<file path="config.mk">
export PLATFORM = sky130hd
export DESIGN_NAME = instr_field_decoder
export DESIGN_NICKNAME = d
export VERILOG_FILES = /design/src/rtl/ifd_pkg.sv /design/src/rtl/ifd_fields.sv /design/src/rtl/ifd_ctl.sv /design/src/rtl/ifd_trap.sv /design/src/rtl/instr_field_decoder.sv
export SDC_FILE = /design/constraint.sdc
export NUM_CORES = 1
export LEC_CHECK = 0
export BUFFER_PORTS_ARGS = -buffer_cell sky130_fd_sc_hd__buf_2
export CORE_MARGIN = 8
export CORE_UTILIZATION = 25
export DETAILED_ROUTE_END_ITERATION = 10
export PLACE_DENSITY = 0.77
export SKIP_LAST_GASP = 1
export SLEW_MARGIN = 25
export SYNTH_ARGS = -nofsm -noshare
export SYNTH_HDL_FRONTEND = slang
export SYNTH_SLANG_ARGS = --single-unit
</file>
<file path="constraint.sdc">
create_clock -name vclk -period 3.35
set_input_delay 0.335 -clock vclk [all_inputs]
set_output_delay 0.335 -clock vclk [all_outputs]
set_load 0.02 [all_outputs]
</file>
<file path="src/rtl/ifd_pkg.sv">
package ifd_pkg;

   localparam int NUM_OPS = 24;
   localparam int OPC_W   = 6;
   localparam int REG_W   = 5;
   localparam int IMM_W   = 16;

   typedef enum logic [4:0] {
      OP_ADD, OP_SUB, OP_MUL, OP_DIV, OP_MOD, OP_AND, OP_OR, OP_CMP,
      OP_EQ, OP_NE, OP_LT, OP_LE, OP_GE, OP_GT,
      OP_MOV, OP_LW, OP_SW, OP_PUSH, OP_POP,
      OP_BEZ, OP_JMP, OP_CALL, OP_RET,
      OP_SYS
   } op_e;

   typedef enum logic [1:0] {
      CLS_ARITH = 2'd0,
      CLS_MEM   = 2'd1,
      CLS_CTRL  = 2'd2,
      CLS_MISC  = 2'd3
   } cls_e;

   typedef enum logic [2:0] {
      TRAP_NONE  = 3'd0,
      TRAP_ALIGN = 3'd1,
      TRAP_DIV0  = 3'd2,
      TRAP_SYS   = 3'd3,
      TRAP_ILL   = 3'd4
   } trap_e;

   typedef logic [NUM_OPS-1:0][OPC_W-1:0] opc_map_t;

   function automatic opc_map_t identity_opc_map();
      opc_map_t m;
      for (int i = 0; i < NUM_OPS; i++) m[i] = OPC_W'(i);
      return m;
   endfunction

   typedef struct packed {
      logic [REG_W-1:0] s0_sel;
      logic             s0_en;
      logic [REG_W-1:0] s1_sel;
      logic             s1_en;
      logic [REG_W-1:0] d_sel;
      logic             d_has;
      logic             flag_we;
      logic             mem_rd;
      logic             mem_wr;
      logic             push;
      logic             pop;
      logic             branch;
      logic             jump;
      logic             is_div;
      logic             is_sys;
      logic             is_ill;
   } ctl_t;

endpackage

</file>
<file path="src/rtl/ifd_fields.sv">
module ifd_fields
   import ifd_pkg::*;
#(
   parameter int INSTR_W = 32
) (
   input  logic [INSTR_W-1:0] instr_i,
   output logic [OPC_W-1:0]   opcode_o,
   output logic [REG_W-1:0]   ra_o,
   output logic [REG_W-1:0]   rb_o,
   output logic [REG_W-1:0]   rc_o,
   output logic [IMM_W-1:0]   imm16_o
);
   localparam int OPC_LSB = INSTR_W - OPC_W;
   localparam int RA_LSB  = OPC_LSB - REG_W;
   localparam int RB_LSB  = RA_LSB - REG_W;
   localparam int RC_LSB  = RB_LSB - REG_W;

   if (INSTR_W != 32) begin : g_bad_w
      $error("ifd_fields: instruction word must be 32 bits");
   end

   assign opcode_o = instr_i[OPC_LSB +: OPC_W];
   assign ra_o     = instr_i[RA_LSB +: REG_W];
   assign rb_o     = instr_i[RB_LSB +: REG_W];
   assign rc_o     = instr_i[RC_LSB +: REG_W];
   assign imm16_o  = instr_i[IMM_W-1:0];
endmodule

</file>
<file path="src/rtl/ifd_ctl.sv">
module ifd_ctl
   import ifd_pkg::*;
#(
   parameter opc_map_t OPC_MAP = identity_opc_map()
) (
   input  logic [OPC_W-1:0] opcode_i,
   input  logic [REG_W-1:0] ra_i,
   input  logic [REG_W-1:0] rb_i,
   input  logic [REG_W-1:0] rc_i,
   output cls_e             cls_o,
   output ctl_t             ctl_o
);
   for (genvar g = 1; g < NUM_OPS; g++) begin : g_order
      if (OPC_MAP[g] <= OPC_MAP[g-1]) begin : g_bad
         $error("ifd_ctl: opcode map must rise strictly in operation order");
      end
   end

   logic hit;
   op_e  idx;

   always_comb begin
      hit = 1'b0;
      idx = OP_ADD;
      for (int i = 0; i < NUM_OPS; i++) begin
         if (opcode_i == OPC_MAP[i]) begin
            hit = 1'b1;
            idx = op_e'(i[4:0]);
         end
      end
   end

   always_comb begin
      if (opcode_i < OPC_MAP[OP_MOV])      cls_o = CLS_ARITH;
      else if (opcode_i < OPC_MAP[OP_BEZ]) cls_o = CLS_MEM;
      else if (opcode_i < OPC_MAP[OP_SYS]) cls_o = CLS_CTRL;
      else                                 cls_o = CLS_MISC;
   end

   always_comb begin
      ctl_o = '0;
      if (!hit) begin
         ctl_o.is_ill = 1'b1;
      end else begin
         unique case (idx)
            OP_ADD, OP_SUB, OP_MUL, OP_DIV, OP_MOD, OP_AND, OP_OR: begin
               ctl_o.s0_sel = rb_i; ctl_o.s0_en = 1'b1;
               ctl_o.s1_sel = rc_i; ctl_o.s1_en = 1'b1;
               ctl_o.d_sel  = ra_i; ctl_o.d_has = 1'b1;
               ctl_o.is_div = (idx == OP_DIV);
            end
            OP_CMP: begin
               ctl_o.s0_sel = ra_i; ctl_o.s0_en = 1'b1;
               ctl_o.s1_sel = rb_i; ctl_o.s1_en = 1'b1;
               ctl_o.flag_we = 1'b1;
            end
            OP_EQ, OP_NE, OP_LT, OP_LE, OP_GE, OP_GT, OP_MOV: begin
               ctl_o.d_sel = ra_i; ctl_o.d_has = 1'b1;
            end
            OP_LW: begin
               ctl_o.s0_sel = ra_i; ctl_o.s0_en = 1'b1;
               ctl_o.d_sel  = rb_i; ctl_o.d_has = 1'b1;
               ctl_o.mem_rd = 1'b1;
            end
            OP_SW: begin
               ctl_o.s0_sel = ra_i; ctl_o.s0_en = 1'b1;
               ctl_o.s1_sel = rb_i; ctl_o.s1_en = 1'b1;
               ctl_o.mem_wr = 1'b1;
            end
            OP_PUSH: begin
               ctl_o.s0_sel = ra_i; ctl_o.s0_en = 1'b1;
               ctl_o.push   = 1'b1;
            end
            OP_POP: begin
               ctl_o.d_sel = ra_i; ctl_o.d_has = 1'b1;
               ctl_o.pop   = 1'b1;
            end
            OP_BEZ: begin
               ctl_o.s0_sel = ra_i; ctl_o.s0_en = 1'b1;
               ctl_o.branch = 1'b1;
            end
            OP_JMP:  ctl_o.jump = 1'b1;
            OP_CALL: begin ctl_o.jump = 1'b1; ctl_o.push = 1'b1; end
            OP_RET:  begin ctl_o.jump = 1'b1; ctl_o.pop  = 1'b1; end
            OP_SYS:  ctl_o.is_sys = 1'b1;
            default: ctl_o.is_ill = 1'b1;
         endcase
      end
   end
endmodule

</file>
<file path="src/rtl/ifd_trap.sv">
module ifd_trap
   import ifd_pkg::*;
#(
   parameter int DATA_W     = 32,
   parameter int ALIGN_BITS = 2
) (
   input  logic              is_ill_i,
   input  logic              is_sys_i,
   input  logic              is_div_i,
   input  logic              mem_op_i,
   input  logic [DATA_W-1:0] src0_data_i,
   input  logic [DATA_W-1:0] src1_data_i,
   input  logic [DATA_W-1:0] imm_i,
   output trap_e             trap_o
);
   if (ALIGN_BITS < 0 || ALIGN_BITS > 4) begin : g_bad_align
      $error("ifd_trap: ALIGN_BITS out of range");
   end

   logic misaligned;

   if (ALIGN_BITS > 0) begin : g_align
      logic [ALIGN_BITS-1:0] ea_low;
      assign ea_low     = src0_data_i[ALIGN_BITS-1:0] + imm_i[ALIGN_BITS-1:0];
      assign misaligned = mem_op_i && (ea_low != '0);
   end else begin : g_no_align
      assign misaligned = 1'b0;
   end

   logic div_zero;
   assign div_zero = is_div_i && (src1_data_i == '0);

   always_comb begin
      if (is_ill_i)        trap_o = TRAP_ILL;
      else if (is_sys_i)   trap_o = TRAP_SYS;
      else if (div_zero)   trap_o = TRAP_DIV0;
      else if (misaligned) trap_o = TRAP_ALIGN;
      else                 trap_o = TRAP_NONE;
   end
endmodule

</file>
<file path="src/rtl/instr_field_decoder.sv">
module instr_field_decoder
   import ifd_pkg::*;
#(
   parameter int       DATA_W     = 32,
   parameter int       ALIGN_BITS = 2,
   parameter opc_map_t OPC_MAP    = identity_opc_map()
) (
   input  logic [31:0]       instr_i,
   input  logic [DATA_W-1:0] src0_data_i,
   input  logic [DATA_W-1:0] src1_data_i,
   output logic [5:0]        opcode_o,
   output logic [1:0]        op_class_o,
   output logic [DATA_W-1:0] imm_o,
   output logic [4:0]        src0_sel_o,
   output logic              src0_en_o,
   output logic [4:0]        src1_sel_o,
   output logic              src1_en_o,
   output logic [4:0]        dst_sel_o,
   output logic              dst_we_o,
   output logic              flag_we_o,
   output logic              mem_rd_o,
   output logic              mem_wr_o,
   output logic              push_o,
   output logic              pop_o,
   output logic              branch_o,
   output logic              jump_o,
   output logic [2:0]        trap_o
);
   localparam int EXT_W = DATA_W - IMM_W;

   if (DATA_W < IMM_W) begin : g_bad_dw
      $error("instr_field_decoder: DATA_W must hold the immediate");
   end

   logic [OPC_W-1:0] opc;
   logic [REG_W-1:0] ra, rb, rc;
   logic [IMM_W-1:0] imm16;
   cls_e             cls;
   ctl_t             ctl;
   trap_e            trap;
   logic [DATA_W-1:0] imm_ext;
   logic             quiet;

   ifd_fields #(.INSTR_W(32)) u_fields (
      .instr_i (instr_i),
      .opcode_o(opc),
      .ra_o    (ra),
      .rb_o    (rb),
      .rc_o    (rc),
      .imm16_o (imm16)
   );

   ifd_ctl #(.OPC_MAP(OPC_MAP)) u_ctl (
      .opcode_i(opc),
      .ra_i    (ra),
      .rb_i    (rb),
      .rc_i    (rc),
      .cls_o   (cls),
      .ctl_o   (ctl)
   );

   always_comb begin
      if (cls == CLS_MEM || cls == CLS_CTRL)
         imm_ext = {{EXT_W{imm16[IMM_W-1]}}, imm16};
      else
         imm_ext = '0;
   end

   ifd_trap #(.DATA_W(DATA_W), .ALIGN_BITS(ALIGN_BITS)) u_trap (
      .is_ill_i   (ctl.is_ill),
      .is_sys_i   (ctl.is_sys),
      .is_div_i   (ctl.is_div),
      .mem_op_i   (ctl.mem_rd | ctl.mem_wr),
      .src0_data_i(src0_data_i),
      .src1_data_i(src1_data_i),
      .imm_i      (imm_ext),
      .trap_o     (trap)
   );

   assign quiet = (trap == TRAP_NONE);

   assign opcode_o   = opc;
   assign op_class_o = cls;
   assign imm_o      = imm_ext;
   assign src0_sel_o = ctl.s0_sel;
   assign src0_en_o  = ctl.s0_en;
   assign src1_sel_o = ctl.s1_sel;
   assign src1_en_o  = ctl.s1_en;
   assign dst_sel_o  = ctl.d_sel;
   assign dst_we_o   = ctl.d_has && (ctl.d_sel != '0) && quiet;
   assign flag_we_o  = ctl.flag_we && quiet;
   assign mem_rd_o   = ctl.mem_rd && quiet;
   assign mem_wr_o   = ctl.mem_wr && quiet;
   assign push_o     = ctl.push && quiet;
   assign pop_o      = ctl.pop && quiet;
   assign branch_o   = ctl.branch;
   assign jump_o     = ctl.jump;
   assign trap_o     = trap;
endmodule

</file>
==> results of run 1 <==
==> power groups by stage <==
stage,Combinational (mW),Sequential [mW],Clock [mW]
floorplan,0.117,0,0
global placement,0.188,0,0
detailed placement,0.190,0,0
CTS,0.191,0,0
global route,0.207,0,0
finish,0.189,0,0
==> worst max-delay path by stage <==
| stage | start | to | slack [ns] |
|---|---|---|---|
| 6_report | instr_i[28] | mem_wr_o | 0.30 |
| 5_1_grt | instr_i[28] | mem_wr_o | 0.12 |
| 4_1_cts | instr_i[28] | mem_wr_o | 0.28 |
| 3_5_place_dp | instr_i[28] | mem_wr_o | 0.28 |
| 3_3_place_gp | instr_i[28] | mem_wr_o | 0.32 |
| 2_1_floorplan | instr_i[30] | mem_wr_o | 0.35 |
==> final cells by class <==
class,instances,area [sq um]
fillers,423,2370
multi-input cells,112,754
repair buffers,139,708
well taps,50,62.6
inverters,4,15.0
==> through the flow <==
step                      total power [mW]  utilization
after floorplan                      0.117            -
after global placement               0.188        0.394
after detailed placement             0.190        0.394
after CTS                            0.191        0.394
after global routing                 0.207        0.394
final                                0.189        0.394
==> cells in the mapped netlist, types with 2 or more instances <==
cell and n:
nor4_1 9, clkbuf_1 7, nor3_1 5, and2_1 16, nand2_1 9, nand2b_1 2
a22o_1 13, inv_1 4, nor2_1 8, and4_1 3, nor3_2 2, a22oi_1 2
a31oi_1 2, buf_4 23, nand4_1 2, o21ai_0 4, a21oi_1 8, a21o_1 2
==> cells by family (layout without fill, tap and decap cells) <==
kind of cell	count (synthesis)	after routing	share of synthesized area
xor gates and xnor gates	2	2	0.0177
adders and majority gates	1	1	0.0126
and+or+nand+nor	69	69	0.420
buffers and inverters	37	143	0.240
AOI/OAI and AO/OA	40	40	0.310
==> layer usage <==
layer	track usage	share of wire	vias to the layer above
met4	0.0148	0.0043	0
met2	0.242	0.49	93
met5	0	0	-
met3	0.0508	0.12	2
li1	-	-	744
met1	0.130	0.38	676
==> impl_metrics.json, run 1 <==
{
  "status": "finished, final reports clean",
  "hp-start": "instr_i[28]",
  "vias": 1515,
  "cp_data_arrival_time_ns": 2.72,
  "yosysSeqAreaShare": 0,
  "powerDensity_nw_per_um2": 123,
  "nClkBuffers": 0,
  "synth_top_area_cell": "buf_4",
  "n_sequential_cell": 0,
  "cp_max_fo": 7,
  "path_class": "input port to output port",
  "ys_warn_count": 0,
  "yosys-top-cells-area": "buf_4 17%, a22o_1 11%, and2_1 10%",
  "fin_tns_setup_ns": 0,
  "dp.cells": 305,
  "io_buffers": 134,
  "die_x_um": 79,
  "p_int_mw": 0.0776,
  "dieArea_sq_um": 6240,
  "grt_max_degree": 18,
  "worst_pin_slew_ns": 0.619,
  "cts_resized": 0,
  "final.min_clock_period_ns": 3.05,
  "switching_share": 0.589,
  "finalHoldViolations": 0,
  "pin_count": 164,
  "max_cap_violations": 0,
  "clkPwrFrac": 0,
  "path_buf_inv": 2,
  "grt_overflow_total": 0,
  "crit_chain": "buf_2 -> and3b_1 -> a22oi_1 -> nor2_1 -> and2_1 -> ha_1 -> a31oi_4 -> or4b_1 -> nand3_2 -> and4_1 -> buf_2",
  "peakVddDrop_v": 0.0000634,
  "grt_pass1_wl_mm": 6.92,
  "antenna_found_initial": 0,
  "start_util": 0.254,
  "layout_common_cells": "134 x buf_2, 16 x and2_1, 13 x a22o_1, 9 x nand2_1, 9 x nor4_1",
  "post_drt_wl_per_cell_um": 14.5,
  "comb_power_share": 1.000,
  "seqCellArea_sq_um": 0,
  "rsz0062_at_grt": "false",
  "p_switching_mw": 0.111,
  "synthesis.area_sq_um": 992,
  "synth_cell_type_count": 46,
  "cp_common_cell": "buf_2",
  "fin_nets": 354,
  "drive_above_1_share": 0.565,
  "layout_commonest_cell": "buf_2",
  "hold_ws_ns": 0.971,
  "routed_via_density": 4.97,
  "n_antenna_cell": 0,
  "hold_path_end": "opcode_o[2]",
  "synth_nets": 246,
  "routed_wl_mm": 4.43,
  "fmax_ghz": 0.328,
  "die_h_um": 79,
  "cts_setup_buffers": 0,
  "slew_headroom": 0.585,
  "ant_nets": 0,
  "drt_iter0_drc": 24,
  "critPathLaunchType": "input port",
  "finalInstanceArea_sq_um": 1540,
  "rows": 23,
  "dp_hpwl_mm": 3.91,
  "synth_cells": 149,
  "setup_violations": 0,
  "p_seq_frac": 0,
  "slowest_stage": "or4b_1",
  "area_growth_pct": 55.2,
  "dpl_cell_area_sq_um": 1540,
  "syn_area_per_cell_sq_um": 6.66,
  "endpoint_kind": "output port",
  "drv_slew": 0,
  "crit_family": "simple AND/OR/NAND/NOR gates",
  "gr-usage-all-layers": 0.128,
  "synth_top_area_share": 0.174,
  "critPathRequiredTime_ns": 3.01,
  "postCtsHoldBufs": 0,
  "fin_ws_ns": 0.298,
  "slowest_delay_ns": 0.46,
  "drtPass1Iterations": 5,
  "min_path_cells": 2,
  "place_ws_ns": 0.284,
  "leakage_nw": 0.931,
  "gp_congestion": 0.875,
  "core_area_sq_um": 3910,
  "drc": 0,
  "hold_class": "input port to output port",
  "instances_no_fill": 305,
  "grt_pass1_vias": 1577,
  "worst-path-stages": 11,
  "min_period_over_period": 0.911
}
Note: power is estimated with default switching activity, not from simulation.
==> run 2: changes to the inputs <==
--- a/config.mk
+++ b/config.mk
@@ -6,6 +6,7 @@
 export NUM_CORES = 1
 export LEC_CHECK = 0
 export BUFFER_PORTS_ARGS = -buffer_cell sky130_fd_sc_hd__buf_2
+export CORE_ASPECT_RATIO = 0.7
 export CORE_MARGIN = 8
 export CORE_UTILIZATION = 25
 export DETAILED_ROUTE_END_ITERATION = 10
@@ -15,3 +16,4 @@
 export SYNTH_ARGS = -nofsm -noshare
 export SYNTH_HDL_FRONTEND = slang
 export SYNTH_SLANG_ARGS = --single-unit
+export TNS_END_PERCENT = 1
==> run 2 against run 1 <==
  * First-iteration DRC count grew to 4.0 times the previous value
  * Clock-buffer cell count is the same
  * Fmax shrank 2.3%
  * Design area grew 0.65%
  * Cell count grew 0.98%
  * Core utilization grew 0.65 points
  * Via count grew 0.33%
  * Wire length grew 7.9%
  * Combinational power is essentially flat
  * Non-clock buffer count grew 1
  * Critical path depth is the same
==> impl_metrics.json, run 2 (synthesized netlist as in run 1, its figures left out) <==
{
  "postCtsHoldBufs": 0,
  "io_buffers": 134,
  "final.min_clock_period_ns": 3.13,
  "fillers": 437,
  "fin_nets": 355,
  "critPathRequiredTime_ns": 3.01,
  "dieArea_sq_um": 6270,
  "leakage_nw": 0.936,
  "grt_overflow_total": 0,
  "nClkBuffers": 0,
  "layout_common_cells": "134 x buf_2, 16 x and2_1, 13 x a22o_1, 9 x nand2_1, 9 x nor4_1",
  "fin_tns_setup_ns": 0,
  "gr-usage-all-layers": 0.141,
  "antenna_found_initial": 0,
  "seqCellArea_sq_um": 0,
  "cp_max_fo": 10,
  "drt_iter0_drc": 96,
  "comb_power_share": 1.000,
  "cp_data_arrival_time_ns": 2.79,
  "startpoint": "instr_i[30]",
  "min_path_cells": 3,
  "final_core_util": 0.400,
  "peakVddDrop_v": 0.0000435,
  "worst_pin_slew_ns": 0.667,
  "cts_resized": 0,
  "path_class": "input port to output port",
  "routed_via_density": 4.94,
  "dp.cells": 308,
  "power_mw": 0.192,
  "ant_nets": 0,
  "slew_headroom": 0.553,
  "drtPass1Iterations": 4,
  "drc": 0,
  "status": "finished, final reports clean",
  "endpoint_kind": "output port",
  "powerDensity_nw_per_um2": 124,
  "gp_congestion": 0.879,
  "grt_pass1_vias": 1481,
  "start_util": 0.256,
  "clkPwrFrac": 0,
  "hp-start": "instr_i[6]",
  "hold_ws_ns": 0.995,
  "setup_violations": 0,
  "area_growth_pct": 56.2,
  "min_period_over_period": 0.933,
  "drv_slew": 0,
  "n_sequential_cell": 0,
  "cts_setup_buffers": 0,
  "grt_pass1_wl_mm": 7.51,
  "pin_count": 164,
  "die_h_um": 68.7,
  "layout_commonest_cell": "buf_2",
  "fmax_ghz": 0.320,
  "critPathLaunchType": "input port",
  "vias": 1520,
  "hold_class": "input port to output port",
  "p_seq_frac": 0,
  "switching_share": 0.593,
  "core_area_sq_um": 3870,
  "rsz0062_at_grt": "false",
  "post_drt_wl_per_cell_um": 15.5,
  "finalHoldViolations": 0,
  "die_x_um": 91.3,
  "max_cap_violations": 0,
  "grt_max_degree": 18,
  "hold_path_end": "imm_o[6]",
  "p_switching_mw": 0.114,
  "dp_hpwl_mm": 4.13,
  "drive_above_1_share": 0.566,
  "n_antenna_cell": 0,
  "p_int_mw": 0.0784,
  "instances_no_fill": 308,
  "routed_wl_mm": 4.78,
  "rows": 19
}
run 2: cell types whose count changed in the layout (fill, tap and decap cells not counted), sizes merged:
cell | previous run | this run
buf | 139 | 140
run 2: routing by layer:
metal,GRT usage,part of all wire,up-vias
li1,-,-,747
met1,0.179,0.43,699
met2,0.240,0.46,72
met3,0.0486,0.098,2
met4,0.0101,0.0069,0
met5,0,0,-
run 2: power by group through the flow:
stage	clock, mW	combinational, mW	sequential, mW
after CTS	0	0.193	0
final	0	0.192	0
after global placement	0	0.190	0
after global routing	0	0.210	0
after detailed placement	0	0.193	0
after floorplan	0	0.117	0
run 2: layout make-up:
class | count | area [sq um] | share of cell area
timing repair buffer | 140 | 716 | 0.462
inverter | 4 | 15.0 | 0.00969
tap | 52 | 65.1 | 0.0420
multi-input combinational | 112 | 754 | 0.487
run 2: how the worst max path moves through the flow:
| stage | endpoint | slack, ns | cells after the start |
|---|---|---|---|
| after floorplan | mem_wr_o | 0.35 | 10 |
| after global placement | mem_wr_o | 0.26 | 11 |
| after detailed placement | mem_wr_o | 0.25 | 11 |
| after CTS | mem_wr_o | 0.25 | 11 |
| after global routing | mem_wr_o | 0.05 | 11 |
| final | mem_wr_o | 0.22 | 11 |
run 2: per-stage QoR:
| step | setup WS, ns | instance area [sq um] |
|---|---|---|
| 2_1_floorplan | 0.354 | 992 |
| 3_3_place_gp | 0.264 | 1550 |
| 3_5_place_dp | 0.248 | 1550 |
| 4_1_cts | 0.246 | 1550 |
| 5_1_grt | 0.0538 | 1550 |
| 6_report | 0.225 | 1550 |
run 2: critical path, stage by stage:
cell,delay (ns)
buf_2,0.17
and3b_1,0.24
a22oi_1,0.33
nor2_1,0.11
and2_1,0.19
ha_1,0.32
a31oi_4,0.15
or4b_1,0.47
nand3_2,0.12
and4_1,0.19
buf_2,0.17
==> run 3: changes to the inputs <==
--- a/config.mk
+++ b/config.mk
@@ -6,11 +6,13 @@
 export NUM_CORES = 1
 export LEC_CHECK = 0
 export BUFFER_PORTS_ARGS = -buffer_cell sky130_fd_sc_hd__buf_2
+export CELL_PAD_IN_SITES_DETAIL_PLACEMENT = 0
+export CELL_PAD_IN_SITES_GLOBAL_PLACEMENT = 1
 export CORE_ASPECT_RATIO = 0.7
 export CORE_MARGIN = 8
-export CORE_UTILIZATION = 25
+export CORE_UTILIZATION = 16
 export DETAILED_ROUTE_END_ITERATION = 10
-export PLACE_DENSITY = 0.77
+export PLACE_DENSITY = 0.83
 export SKIP_LAST_GASP = 1
 export SLEW_MARGIN = 25
 export SYNTH_ARGS = -nofsm -noshare
==> run 3 against run 2 <==
  * Clock-buffer cell count is the same
  * Via count down 3.1%
  * Setup slack better by 0.0016 ns
  * First-iteration DRC count fell by 14%
  * Non-clock buffer count is 1 lower
  * Sequential cell count unchanged
==> impl_metrics.json, run 3 (synthesized netlist as in run 1, its figures left out) <==
{
  "endpoint_kind": "output port",
  "io_buffers": 134,
  "cp_common_cell": "buf_2",
  "slowest_delay_ns": 0.47,
  "worst-path-stages": 11,
  "drc": 0,
  "fillers": 702,
  "grt_pass1_wl_mm": 6.98,
  "fmax_ghz": 0.320,
  "cts_resized": 0,
  "die_x_um": 110,
  "peakVddDrop_v": 0.0000305,
  "critPathLaunchType": "input port",
  "status": "finished, final reports clean",
  "grt_pass1_vias": 1450,
  "finalHoldViolations": 0,
  "n_antenna_cell": 0,
  "fin_ws_ns": 0.226,
  "slowest_stage": "or4b_1",
  "place_ws_ns": 0.247,
  "grt_max_degree": 24,
  "core_area_sq_um": 6130,
  "crit_family": "simple AND/OR/NAND/NOR gates",
  "max_cap_violations": 0,
  "powerDensity_nw_per_um2": 121,
  "vias": 1473,
  "critPathRequiredTime_ns": 3.01,
  "fin_nets": 354,
  "rsz0062_at_grt": "false",
  "dieArea_sq_um": 9020,
  "drv_slew": 0,
  "fin_tns_setup_ns": 0,
  "gr-usage-all-layers": 0.0923,
  "seqCellArea_sq_um": 0,
  "drt_iter0_drc": 83,
  "multi_input_area_sq_um": 754,
  "worst_pin_slew_ns": 0.589,
  "setup_violations": 0,
  "crit_chain": "buf_2 -> and3b_1 -> a22oi_1 -> nor2_1 -> and2_1 -> ha_1 -> a31oi_4 -> or4b_1 -> nand3_2 -> and4_1 -> buf_2",
  "start_util": 0.162,
  "antenna_found_initial": 0,
  "ant_nets": 0,
  "min_path_cells": 3,
  "path_buf_inv": 2,
  "leakage_nw": 0.931,
  "min_period_over_period": 0.932,
  "pin_count": 164,
  "nClkBuffers": 0,
  "cp_max_fo": 7,
  "postCtsHoldBufs": 0,
  "slew_headroom": 0.606,
  "drtPass1Iterations": 4,
  "dp_hpwl_mm": 4.21,
  "layout_commonest_cell": "buf_2",
  "final_core_util": 0.257,
  "hold_class": "input port to output port",
  "die_h_um": 81.9,
  "final.min_clock_period_ns": 3.12,
  "area_growth_pct": 58.8,
  "rows": 24,
  "post_drt_wl_per_cell_um": 14.4,
  "layout_common_cells": "134 x buf_2, 16 x and2_1, 13 x a22o_1, 9 x nand2_1, 9 x nor4_1",
  "routed_via_density": 4.42,
  "drive_above_1_share": 0.565,
  "n_sequential_cell": 0,
  "gp_congestion": 0.827,
  "grt_overflow_total": 0,
  "path_class": "input port to output port",
  "cts_setup_buffers": 0,
  "routed_wl_mm": 4.80,
  "cp_data_arrival_time_ns": 2.79
}
## run 3: changes by cell type in the layout (fill, tap and decap cells not counted)
cell   before  now
buf_4       6    5
## run 3: power by group
part	leakage (nW)	total, mW	switching, mW	internal [mW]
clock	0	0	0	0
combinational	0.931	0.191	0.113	0.0776
sequential	0	0	0	0
## run 3: path summary, 6_finish.rpt
check	startpoint	to	slack (ns)
worst min-delay path	instr_i[5]	imm_o[5]	0.99
worst max-delay path	instr_i[28]	mem_wr_o	0.23
## run 3: cell type report
type	count	area share
inverter	4	0.00953
multi-input combinational	112	0.479
tap	78	0.0620
timing repair buffer	139	0.450
## run 3: metrics by stage
stage	cells	area, sq um	power (mW)	hold WS, ns
after floorplan	149	992	0.117	0.783
after global placement	333	1580	0.191	0.992
after detailed placement	333	1580	0.193	0.990
after CTS	333	1580	0.193	0.990
after global routing	333	1580	0.208	0.999
final	333	1580	0.191	0.991
## run 3: per-layer routing
layer	track usage	vias up	share of wire	wire length (um)
li1	-	745	-	-
met1	0.114	656	0.41	1980
met2	0.163	68	0.46	2210
met3	0.0235	4	0.12	559
met4	0.00795	0	0.011	53
met5	0	-	0	0
